--- src/rtl/jkc_pkg.sv ---
package jkc_pkg;

    typedef enum logic [1:0] {
        JK_HOLD   = 2'b00,
        JK_CLEAR  = 2'b01,
        JK_SET    = 2'b10,
        JK_TOGGLE = 2'b11
    } jk_act_e;

    typedef struct packed {
        logic j;
        logic k;
    } jk_pin_t;

    function automatic jk_act_e jk_decode(jk_pin_t p);
        return jk_act_e'({p.j, p.k});
    endfunction

    function automatic logic jk_next(logic q, jk_pin_t p);
        logic nq;
        case (jk_decode(p))
            JK_HOLD:   nq = q;
            JK_CLEAR:  nq = 1'b0;
            JK_SET:    nq = 1'b1;
            default:   nq = ~q;
        endcase
        return nq;
    endfunction

endpackage

--- src/rtl/jk_flop.sv ---
module jk_flop
    import jkc_pkg::*;
(
    input  logic    clk,
    input  jk_pin_t drv,
    output logic    q
);

    always_ff @(posedge clk) begin
        q <= jk_next(q, drv);
    end

    // JK behaviour at the edge
    p_jk_clear_r9: assert property (@(posedge clk)
        (!drv.j && drv.k) |=> !q);
    p_jk_set_r9: assert property (@(posedge clk)
        (drv.j && !drv.k) |=> q);
    p_jk_hold_r9: assert property (@(posedge clk)
        (!drv.j && !drv.k) |=> $stable(q));

endmodule

--- src/rtl/carry_chain.sv ---
module carry_chain #(
    parameter int WIDTH = 4
) (
    input  logic [WIDTH-1:0] cnt,
    output logic [WIDTH-1:0] tgl
);

    always_comb begin
        logic acc;
        acc = 1'b1;
        for (int i = 0; i < WIDTH; i++) begin
            tgl[i] = acc;
            acc    = acc & cnt[i];
        end
    end

endmodule

--- src/rtl/reset_gate.sv ---
module reset_gate
    import jkc_pkg::*;
#(
    parameter int WIDTH = 4
) (
    input  logic                  rst,
    input  logic [WIDTH-1:0]      tgl,
    output jk_pin_t [WIDTH-1:0]   exc
);

    for (genvar i = 0; i < WIDTH; i++) begin : g_stage
        if (i == 0) begin : g_lsb
            assign exc[i].j = ~rst;
            assign exc[i].k = 1'b1;
        end else begin : g_upper
            assign exc[i].j = tgl[i] & ~rst;
            assign exc[i].k = tgl[i] | rst;
        end
    end

endmodule

--- src/rtl/jk_sync_counter.sv ---
module jk_sync_counter
    import jkc_pkg::*;
#(
    parameter int WIDTH = 4
) (
    input  logic             clk,
    input  logic             rst,
    output logic [WIDTH-1:0] count
);

    localparam logic [WIDTH-1:0] ALL_ONES = {WIDTH{1'b1}};

    logic [WIDTH-1:0]    tgl;
    jk_pin_t [WIDTH-1:0] exc;

    carry_chain #(.WIDTH(WIDTH)) u_chain (
        .cnt (count),
        .tgl (tgl)
    );

    reset_gate #(.WIDTH(WIDTH)) u_gate (
        .rst (rst),
        .tgl (tgl),
        .exc (exc)
    );

    for (genvar i = 0; i < WIDTH; i++) begin : g_bit
        jk_flop u_stage (
            .clk (clk),
            .drv (exc[i]),
            .q   (count[i])
        );
    end

    // Set once a reset edge has defined the stage values
    logic armed;
    always_ff @(posedge clk) begin
        if (rst) armed <= 1'b1;
    end

    p_count_step_r1: assert property (@(posedge clk) disable iff (rst)
        armed |=> count == WIDTH'($past(count) + 1'b1));
    p_wrap_zero_r2: assert property (@(posedge clk) disable iff (rst)
        (armed && count == ALL_ONES) |=> count == '0);
    p_reset_clear_r3: assert property (@(posedge clk)
        rst |=> count == '0);
    p_lsb_flip_r7: assert property (@(posedge clk) disable iff (rst)
        armed |=> count[0] != $past(count[0]));

    for (genvar b = 1; b < WIDTH; b++) begin : g_chk
        p_upper_flip_r8: assert property (@(posedge clk) disable iff (rst)
            armed |=> (count[b] != $past(count[b])) == (&$past(count[b-1:0])));
    end

endmodule

--- config.mk ---
export PLATFORM = sky130hd
export DESIGN_NAME = jk_sync_counter
export DESIGN_NICKNAME = d
export VERILOG_FILES = /design/src/rtl/jkc_pkg.sv /design/src/rtl/jk_flop.sv /design/src/rtl/carry_chain.sv /design/src/rtl/reset_gate.sv /design/src/rtl/jk_sync_counter.sv
export SDC_FILE = /design/constraint.sdc
export NUM_CORES = 1
export LEC_CHECK = 0
export ABC_AREA = 1
export BUFFER_PORTS_ARGS = -buffer_cell sky130_fd_sc_hd__buf_2
export CAP_MARGIN = 40
export CELL_PAD_IN_SITES_DETAIL_PLACEMENT = 0
export CELL_PAD_IN_SITES_GLOBAL_PLACEMENT = 1
export CORE_AREA = 2 2 39 41
export DETAILED_ROUTE_END_ITERATION = 10
export DIE_AREA = 0 0 41 43
export GPL_ROUTABILITY_DRIVEN = 0
export PLACE_DENSITY = 0.51
export SLEW_MARGIN = 10
export SYNTH_ARGS = -nofsm -noshare
export SYNTH_HDL_FRONTEND = slang
export SYNTH_SLANG_ARGS = --single-unit
--- constraint.sdc ---
create_clock -name clk -period 1.25 [get_ports clk]
set_input_delay 0.25 -clock clk [delete_from_list [all_inputs] [get_ports clk]]
set_output_delay 0.25 -clock clk [all_outputs]
set_load 0.02 [all_outputs]
==> flow_metrics.env <==
export IMPL_first_iter_violations=2
export IMPL_period_share=0.890
export IMPL_yosys_area_top_type_share=0.409
export IMPL_start_kind="flip-flop"
export IMPL_crit_path_end_kind="primary output"
export IMPL_tns_ps=0
export IMPL_drc=0
export IMPL_relSlewSlack=0.913
export IMPL_clock_path_buffers=2
export IMPL_grtUsageTotal=0.0563
export IMPL_finalWirelength_um=359
export IMPL_synth_area_leaders="edfxtp_1 41%, buf_4 14%, nand2_1 10%, dfxtp_1 9.1%, inv_1 8.5%"
export IMPL_hp_start="rst"
export IMPL_mappedNetlistNets=29
export IMPL_area_growth_pct=22.2
export IMPL_rsz0062_at_grt="false"
export IMPL_finClkSkew_ps=6.83
export IMPL_crit_required_ps=1000
export IMPL_grt_first_pass_wirelength_um=545
export IMPL_yosysWarningCount=0
export IMPL_die_y_um=43
export IMPL_grt_pass1_vias=139
export IMPL_ios=6
export IMPL_dpl_hpwl_um=293
export IMPL_core_area_mm2=0.00138
export IMPL_avgRoutedWirePerCell_um=7.48
export IMPL_fin_nets=36
export IMPL_cts_root_buf="clkbuf_4"
export IMPL_regMostFlops="g_bit.u_stage.q"
export IMPL_cts_post_setup_buffers_inserted=0
export IMPL_cts_repair_resized=0
export IMPL_cellLeakagePower_nw=0.138
export IMPL_worst_pin_slew_ps=130
export IMPL_ctsHoldBuffers=0
export IMPL_path_class="reg2out"
export IMPL_setup_viol=0
export IMPL_cts_sinks=4
export IMPL_initial_core_util=0.159
export IMPL_ys_dominant_reg_cell="edfxtp_1"
export IMPL_synth_edf_count=3
export IMPL_hold_viol=0
export IMPL_syn_avg_cell_area_um2=8.47
export IMPL_htree_levels=1
export IMPL_io_buffers=5
export IMPL_drtPass1Iterations=2
export IMPL_cts_buffers=3
export IMPL_synth_commonest_cells="6 x nand2_1, 5 x inv_1, 4 x buf_4, 4 x nor2_1, 3 x edfxtp_1"
export IMPL_cp_max_fo=4
export IMPL_cts_tree="done"
export IMPL_antenna_cells=0
export IMPL_cap_viol_max_count=0
export IMPL_min_path_type="in2reg"
export IMPL_top_regs="g_bit.u_stage.q (4)"
export IMPL_status="finished clean"
export IMPL_drtAntennaViolNets=0
export IMPL_die_w_um=41
export IMPL_synth_async_reset_ratio=0
export IMPL_crit_start="g_bit[0].u_stage.q$_SDFF_PP0_"
export IMPL_slew_violations=0
export IMPL_synth_area_um2=220
export IMPL_clk_pin_slew_ps=40
export IMPL_drive_above_1_share=0.313
export IMPL_antenna_found_initial=0
export IMPL_dieArea_mm2=0.00176
export IMPL_ys_seq_area_frac=0.500
export IMPL_grt_max_degree=7
export IMPL_hold_ws_ps=277
export IMPL_gr_total_overflow=0
export IMPL_largest_register_ffs=4
export IMPL_min_period_ps=1110
export IMPL_fmax_mhz=899
export IMPL_ys_ff_latch=4
export IMPL_vias=160
export IMPL_yosysMostFrequentCell="nand2_1"
export IMPL_fp_row_count=14
export IMPL_yosysTopAreaCell="edfxtp_1"
export IMPL_yosysUniqueCellTypes=9
export IMPL_syn_inst=26
export IMPL_vias_per_cell=3.33
export IMPL_power_density_mw_per_mm2=1510
export IMPL_clk_latency_ps=240
export IMPL_irDropWorstVdd_uv=244
export IMPL_r2r_start="g_bit[0].u_stage.q$_SDFF_PP0_"
export IMPL_arrival_ps=860
routing by layer:
layer | vias up | track usage | part of all wire | wire, um
met5 | - | 0 | 0 | 0
met4 | 0 | 0.0600 | 0 | 0
met3 | 0 | 0.0628 | 0.15 | 54
li1 | 85 | - | - | -
met2 | 6 | 0.0594 | 0.40 | 145
met1 | 69 | 0.0518 | 0.44 | 159
metrics by stage:
step | std cells | instance area (um2) | total power, mW | utilization | setup slack (ps)
3_3_place_gp | 44 | 243 | 0.231 | 0.175 | 125
5_1_grt | 48 | 269 | 0.429 | 0.194 | 82.3
6_report | 48 | 269 | 0.405 | 0.194 | 137
4_1_cts | 48 | 269 | 0.411 | 0.194 | 123
2_1_floorplan | 26 | 220 | 0.225 | - | 146
3_5_place_dp | 44 | 243 | 0.234 | 0.175 | 108
layout by cell type, fill, tap and decap left out:
cell type  n
nand2_1    6
inv_1      5
buf_2      5
nor2_1     4
clkbuf_4   3
edfxtp_1   3
nor2_2     1
nand3_1    1
ha_1       1
clkbuf_1   1
dfxtp_1    1
buf_4      1
layout make-up:
type / count / area, um2
well taps: 16 / 20.0
repair buffers: 6 / 32.5
inverters: 5 / 18.8
clock buffers: 4 / 26.3
multi-input cells: 13 / 61.3
fillers: 156 / 1110
flip-flops and latches: 4 / 110
path summary, 6_finish.rpt:
path	end	slack, ps	depth (start not counted)
max	count[0]	140	2
min	g_bit[0].u_stage.q$_SDFF_PP0_	280	2
max reg2reg	g_bit[1].u_stage.q$_DFFE_PP_	170	5
min reg2reg	g_bit[3].u_stage.q$_DFFE_PP_	540	1
cells by family (layout without fill, tap and decap cells):
logic type | count (synthesis) | count (layout) | synth area share
simple gates | 12 | 12 | 0.222
flops | 4 | 4 | 0.500
fa+ha+maj | 1 | 1 | 0.0568
buf+inv | 9 | 15 | 0.222
power by group:
| group | internal (mW) | switching (mW) | total, mW | leakage (nW) |
|---|---|---|---|---|
| Clock | 0.120 | 0.0550 | 0.175 | 0.0150 |
| Combinational | 0.0221 | 0.0391 | 0.0612 | 0.0834 |
| Sequential | 0.160 | 0.00934 | 0.169 | 0.0394 |
| Total | 0.302 | 0.103 | 0.405 | 0.138 |
critical path, stage by stage (launching register included):
cell and delay [ps]:
dfxtp_1 340, buf_4 140, buf_2 160
(Power assumes the default switching activity.)
